<file path="config.mk">
export PLATFORM = sky130hd
export DESIGN_NAME = ca_tx_data
export DESIGN_NICKNAME = d
export VERILOG_FILES = /design/src/rtl/ca_tx_pkg.sv /design/src/rtl/ca_tx_cmd_sync.sv /design/src/rtl/ca_tx_ctrl.sv /design/src/rtl/ca_tx_outreg.sv /design/src/rtl/ca_tx_data.sv
export SDC_FILE = /design/constraint.sdc
export NUM_CORES = 1
export LEC_CHECK = 0
export BUFFER_PORTS_ARGS = -buffer_cell sky130_fd_sc_hd__buf_4
export CAP_MARGIN = 5
export CORE_UTILIZATION = 58
export CTS_BUF_LIST = sky130_fd_sc_hd__clkbuf_8
export CTS_CLUSTER_DIAMETER = 120
export DETAILED_ROUTE_END_ITERATION = 7
export GPL_TIMING_DRIVEN = 1
export PLACE_DENSITY = 0.94
export SLEW_MARGIN = 10
export SYNTH_ARGS = -nofsm -noshare
export SYNTH_HDL_FRONTEND = slang
export SYNTH_SLANG_ARGS = --single-unit
export TNS_END_PERCENT = 10
</file>
<file path="constraint.sdc">
create_clock -name clk_i -period 4.45 [get_ports clk_i]
set_clock_uncertainty 0.15 [all_clocks]
set_input_delay 0.445 -clock clk_i [delete_from_list [all_inputs] [get_ports clk_i]]
set_output_delay 0.445 -clock clk_i [all_outputs]
set_load 0.005 [all_outputs]
</file>
<file path="src/rtl/ca_tx_pkg.sv">
package ca_tx_pkg;

  localparam int unsigned CMD_W = 2;

  typedef enum logic [3:0] {
    S_NORMAL     = 4'd0,
    S_IDLE       = 4'd1,
    S_WAIT_MAC   = 4'd2,
    S_TRANSMIT   = 4'd3,
    S_HOLD       = 4'd4,
    S_PENDING    = 4'd5,
    S_DELAY_PEND = 4'd6,
    S_COLLIDE    = 4'd7,
    S_ABORT      = 4'd8
  } ca_state_e;

  typedef enum logic [CMD_W-1:0] {
    CMD_NONE   = 2'd0,
    CMD_BEACON = 2'd1,
    CMD_COMMIT = 2'd2,
    CMD_RSVD   = 2'd3
  } ca_cmd_e;

  typedef enum logic {
    STAT_FAIL = 1'b0,
    STAT_OK   = 1'b1
  } ca_status_e;

endpackage

</file>
<file path="src/rtl/ca_tx_cmd_sync.sv">
module ca_tx_cmd_sync #(
  parameter int unsigned CMD_W = 2
) (
  input  logic             clk_i,
  input  logic             rst_ni,
  input  logic [CMD_W-1:0] cmd_i,
  output logic [CMD_W-1:0] cmd_q_o
);

  always_ff @(posedge clk_i or negedge rst_ni) begin
    if (!rst_ni) cmd_q_o <= '0;
    else         cmd_q_o <= cmd_i;
  end

endmodule

</file>
<file path="src/rtl/ca_tx_ctrl.sv">
module ca_tx_ctrl
  import ca_tx_pkg::*;
#(
  parameter int unsigned HOLD_MAX = 16
) (
  input  logic      clk_i,
  input  logic      rst_ni,
  input  logic      status_i,
  input  logic      tx_opp_i,
  input  logic      mac_txen_i,
  output ca_state_e state_d_o,
  output ca_state_e state_q_o
);

  localparam int unsigned CNT_W = (HOLD_MAX > 1) ? $clog2(HOLD_MAX) : 1;

  ca_state_e state_q, state_d;
  logic      hold_expired;

  generate
    if (HOLD_MAX > 0) begin : g_hold_cnt
      logic [CNT_W-1:0] cnt_q;
      always_ff @(posedge clk_i or negedge rst_ni) begin
        if (!rst_ni)                                cnt_q <= '0;
        else if (state_q != S_HOLD)                 cnt_q <= '0;
        else if (cnt_q != CNT_W'(HOLD_MAX - 1))     cnt_q <= cnt_q + 1'b1;
      end
      assign hold_expired = (cnt_q == CNT_W'(HOLD_MAX - 1));
    end else begin : g_no_hold_cnt
      assign hold_expired = 1'b0;
    end
  endgenerate

  always_comb begin
    state_d = state_q;
    unique case (state_q)
      S_NORMAL:     state_d = S_IDLE;
      S_IDLE: begin
        if (tx_opp_i)        state_d = S_WAIT_MAC;
        else if (mac_txen_i) state_d = S_COLLIDE;
      end
      S_WAIT_MAC: begin
        if (tx_opp_i && mac_txen_i) state_d = S_TRANSMIT;
        else if (!tx_opp_i)         state_d = S_IDLE;
      end
      S_TRANSMIT:   if (!mac_txen_i) state_d = S_IDLE;
      S_COLLIDE:    if (!mac_txen_i) state_d = S_PENDING;
      S_PENDING: begin
        if (tx_opp_i)        state_d = S_HOLD;
        else if (mac_txen_i) state_d = S_DELAY_PEND;
      end
      S_DELAY_PEND: if (!mac_txen_i) state_d = S_PENDING;
      S_HOLD: begin
        if (mac_txen_i)        state_d = S_TRANSMIT;
        else if (hold_expired) state_d = S_ABORT;
      end
      S_ABORT:      if (!tx_opp_i) state_d = S_IDLE;
      default:      state_d = S_NORMAL;
    endcase
    // status override has top priority from any state
    if (status_i != STAT_OK) state_d = S_NORMAL;
  end

  always_ff @(posedge clk_i or negedge rst_ni) begin
    if (!rst_ni) state_q <= S_NORMAL;
    else         state_q <= state_d;
  end

  assign state_d_o = state_d;
  assign state_q_o = state_q;

endmodule

</file>
<file path="src/rtl/ca_tx_outreg.sv">
module ca_tx_outreg
  import ca_tx_pkg::*;
#(
  parameter int unsigned       DATA_W  = 4,
  parameter logic [DATA_W-1:0] BCN_TXD = DATA_W'(4'b1000),
  parameter logic [DATA_W-1:0] CMT_TXD = DATA_W'(4'b0011)
) (
  input  logic              clk_i,
  input  logic              rst_ni,
  input  ca_state_e         state_d_i,
  input  logic [CMD_W-1:0]  cmd_q_i,
  input  logic              mac_txen_i,
  input  logic [DATA_W-1:0] mac_txd_i,
  input  logic              mac_txer_i,
  output logic              phy_txen_o,
  output logic [DATA_W-1:0] phy_txd_o,
  output logic              phy_txer_o
);

  logic              enc_txer;
  logic [DATA_W-1:0] enc_txd;

  always_comb begin
    unique case (ca_cmd_e'(cmd_q_i))
      CMD_BEACON: begin enc_txer = 1'b1; enc_txd = BCN_TXD; end
      CMD_COMMIT: begin enc_txer = 1'b1; enc_txd = CMT_TXD; end
      default:    begin enc_txer = 1'b0; enc_txd = '0;      end
    endcase
  end

  // outputs follow the state being entered, so no MAC nibble is lost
  always_ff @(posedge clk_i or negedge rst_ni) begin
    if (!rst_ni) begin
      phy_txen_o <= 1'b0;
      phy_txd_o  <= '0;
      phy_txer_o <= 1'b0;
    end else if (state_d_i == S_NORMAL) begin
      phy_txen_o <= mac_txen_i;
      phy_txd_o  <= mac_txd_i;
      phy_txer_o <= mac_txer_i;
    end else if (state_d_i == S_TRANSMIT) begin
      phy_txen_o <= 1'b1;
      phy_txd_o  <= mac_txd_i;
      phy_txer_o <= mac_txer_i;
    end else begin
      phy_txen_o <= 1'b0;
      phy_txd_o  <= enc_txd;
      phy_txer_o <= enc_txer;
    end
  end

endmodule

</file>
<file path="src/rtl/ca_tx_data.sv">
module ca_tx_data
  import ca_tx_pkg::*;
#(
  parameter int unsigned       DATA_W   = 4,
  parameter int unsigned       HOLD_MAX = 16,
  parameter logic [DATA_W-1:0] BCN_TXD  = DATA_W'(4'b1000),
  parameter logic [DATA_W-1:0] CMT_TXD  = DATA_W'(4'b0011)
) (
  input  logic              clk_i,
  input  logic              rst_ni,
  input  logic              status_i,
  input  logic              tx_opp_i,
  input  logic [CMD_W-1:0]  cmd_i,
  input  logic              mac_txen_i,
  input  logic [DATA_W-1:0] mac_txd_i,
  input  logic              mac_txer_i,
  output logic              phy_txen_o,
  output logic [DATA_W-1:0] phy_txd_o,
  output logic              phy_txer_o,
  output logic              col_o
);

  ca_state_e        state_d, state_q;
  logic [CMD_W-1:0] cmd_q;

  ca_tx_cmd_sync #(.CMD_W(CMD_W)) i_cmd_sync (
    .clk_i   (clk_i),
    .rst_ni  (rst_ni),
    .cmd_i   (cmd_i),
    .cmd_q_o (cmd_q)
  );

  ca_tx_ctrl #(.HOLD_MAX(HOLD_MAX)) i_ctrl (
    .clk_i      (clk_i),
    .rst_ni     (rst_ni),
    .status_i   (status_i),
    .tx_opp_i   (tx_opp_i),
    .mac_txen_i (mac_txen_i),
    .state_d_o  (state_d),
    .state_q_o  (state_q)
  );

  ca_tx_outreg #(
    .DATA_W  (DATA_W),
    .BCN_TXD (BCN_TXD),
    .CMT_TXD (CMT_TXD)
  ) i_outreg (
    .clk_i      (clk_i),
    .rst_ni     (rst_ni),
    .state_d_i  (state_d),
    .cmd_q_i    (cmd_q),
    .mac_txen_i (mac_txen_i),
    .mac_txd_i  (mac_txd_i),
    .mac_txer_i (mac_txer_i),
    .phy_txen_o (phy_txen_o),
    .phy_txd_o  (phy_txd_o),
    .phy_txer_o (phy_txer_o)
  );

  assign col_o = (state_q == S_COLLIDE) || (state_q == S_DELAY_PEND);

endmodule

</file>
==> results.txt <==
status: finished, final reports clean
Post-CTS Hold Buffers: 1
Die Area: 0.00159 mm^2
post-synth top area share: 0.482
hold endpoint: i_cmd_sync.cmd_q_o[1]
GP Congestion: 0.753
antenna violations before repair: 0
CTS Buf Count: 3
Syn Inst Count: 81
Max VDD drop: 208 uV
drt wl/cell: 13.6 um
area growth from synthesis to layout: 22.0%
antenna cells: 0
post-CTS setup buffer count: 0
Net Count, Synth: 96
largest net degree at the start of global routing: 17
GRT Util Overall: 0.222
Hold Crit Start: cmd_i[1]
final slew viol count: 0
overall die height: 39.8 um
antenna viol nets, final: 0
Crit Path Class: reg2reg
Pleak: 0.502 nW
H-tree lvl count: 1
Crit path arrival time: 1830 ps
first-pass GRT wire length: 2210 um
worst hold-check path type: in2reg
Filler Cells Inserted: 98
worst slew pin tran: 354 ps
Post-Synthesis Cell Area: 831 um^2
Ports: 19
Ys Warns: 0
startpoint types: flip-flop
DRT Pass-1 Iters: 4
mean post-synth cell area: 10.3 um^2
Routed WL: 1550 um
number of buffers added on ports: 18
vias per cell: 5.68
Synth area leaders: dfrtp_1, mux2_4, nor2_1
Layout Nets: 115
setup tns final: 0 ps
FF-to-FF setup slack: 2640 ps
Post-route DRC: 0
Netlist cell types: 31
R2R Path End: i_ctrl.state_q_o[3]
multi-input logic area: 372 um^2
Root Buffer: clkbuf_8
share of cells above drive strength 1: 0.263
RSZ-0062 raised after global routing: false
CTS tree: yes
Initial Utilization: 0.631
drt first-iter violations: 11
leading area contributor after synthesis: dfrtp_1
Critical Path RT: 4480 ps
Final min period: 1810 ps
Resize count post-CTS: 0
Core Area: 0.00132 mm^2
total grt overflow: 0
Num Clock Sinks: 16
Register Area: 400 um^2
Clock Latency Late Sink: 250 ps
FMAX: 553 MHz
total number of vias: 648
register area share after synthesis: 0.482
Critical Path Fanout Max: 12
max-cap violations: 0
depth of the worst hold-timing path: 1
Worst setup EP type: flip-flop
Final Hold Violating Endpoints: 0
Synth Register Bits: 16
vias in the first global route: 518
clock-pin slew on the worst setup and hold paths: 60 ps
Reg2Reg Depth: 4
num rows: 13
dpl hpwl: 1070 um
Pwr per Cell Area: 333 mW/mm^2
# setup viols final: 0
total power: 0.338 mW
fin crit share: 0.406
Slew headroom: 0.761
CTS Buffer Depth: 2
startpoint of the worst register-to-register path: i_ctrl.state_q_o[1]
Die Wd: 39.8 um
[where the power goes]
part | switching, mW | leakage (nW) | internal [mW]
Clock | 0.0481 | 0.0288 | 0.0784
Sequential | 0.00912 | 0.207 | 0.154
Combinational | 0.0210 | 0.267 | 0.0273
Total | 0.0782 | 0.502 | 0.259
[cell usage after synthesis, drive strengths merged]
library cell	count
dfrtp	16
nor2	11
inv	6
a21oi	5
nor3	5
buf	3
ha	3
mux2	3
nand2	3
nand3	3
o21ai	3
a31oi	2
and3	2
clkbuf	2
mux2i	2
a221o	1
a22o	1
and2b	1
nand2b	1
nor3b	1
o211ai	1
o21ba	1
o22ai	1
o311ai	1
o41ai	1
or4b	1
xnor2	1
[worst max-delay path by stage]
stage          depth (start not counted)                    end                 from
4_1_cts                                4    i_ctrl.state_q_o[3]  i_ctrl.state_q_o[1]
6_report                               4    i_ctrl.state_q_o[3]  i_ctrl.state_q_o[1]
3_3_place_gp                           5  i_outreg.phy_txd_o[3]             tx_opp_i
5_1_grt                                4    i_ctrl.state_q_o[3]  i_ctrl.state_q_o[1]
2_1_floorplan                          5  i_outreg.phy_txd_o[0]  i_ctrl.state_q_o[0]
3_5_place_dp                           5  i_outreg.phy_txd_o[1]             tx_opp_i
[kinds of logic after synthesis]
| group | Yosys count | synth area share |
|---|---|---|
| simple gates | 28 | 0.164 |
| compound gates | 17 | 0.149 |
| flops | 16 | 0.482 |
| buf+inv | 11 | 0.0708 |
| mux | 5 | 0.0783 |
| fa+ha+maj | 3 | 0.0452 |
| xor+xnor | 1 | 0.0105 |
[layout make-up]
cell class,count,area share
clock buffers,4,0.0543
inverters,6,0.0222
multi-input cells,54,0.367
flip-flops and latches,16,0.395
well taps,15,0.0185
repair buffers,19,0.143
[per-stage QoR]
stage / worst slack (ps) / area (um^2) / hold slack (ps) / utilization / cells
6_report: 2640 / 1010 / 151 / 0.769 / 114
5_1_grt: 2540 / 1010 / 148 / 0.769 / 114
4_1_cts: 2660 / 1010 / 152 / 0.769 / 114
3_5_place_dp: 2630 / 948 / 163 / 0.720 / 109
3_3_place_gp: 2650 / 948 / 158 / 0.720 / 109
2_1_floorplan: 2760 / 831 / -0.591 / - / 81
[sequential cells by signal (all words and copies together) (netlist names)]
signal and flops:
i_ctrl.state_q_o 4, i_ctrl.g_hold_cnt.cnt_q 4, i_outreg.phy_txen_o 1, i_cmd_sync.cmd_q_o 2, i_outreg.phy_txd_o 4, i_outreg.phy_txer_o 1
[critical path, stage by stage, from the launching register on]
cell,delay [ps]
dfrtp_1,490
or4b_1,690
nor3_1,230
a31oi_1,60
nor2_1,110
[layout by cell type (no fill, tap or decap), drive strengths merged, types with 2 or more instances in the layout]
cell     n
mux2i    2
nand2    3
buf     18
nor2    11
inv      6
a21oi    5
nand3    3
clkbuf   4
a31oi    2
dfrtp   16
nor3     5
and3     2
mux2     3
ha       3
o21ai    3
[routing by layer]
layer / GRT usage / wire length, um / part of all wire
met3: 0.0341 / 42 / 0.027
met5: 0 / 0 / 0
met1: 0.267 / 692 / 0.45
met2: 0.357 / 779 / 0.50
met4: 0.155 / 36 / 0.023
No activity file was read; power rests on OpenSTA's default activity.
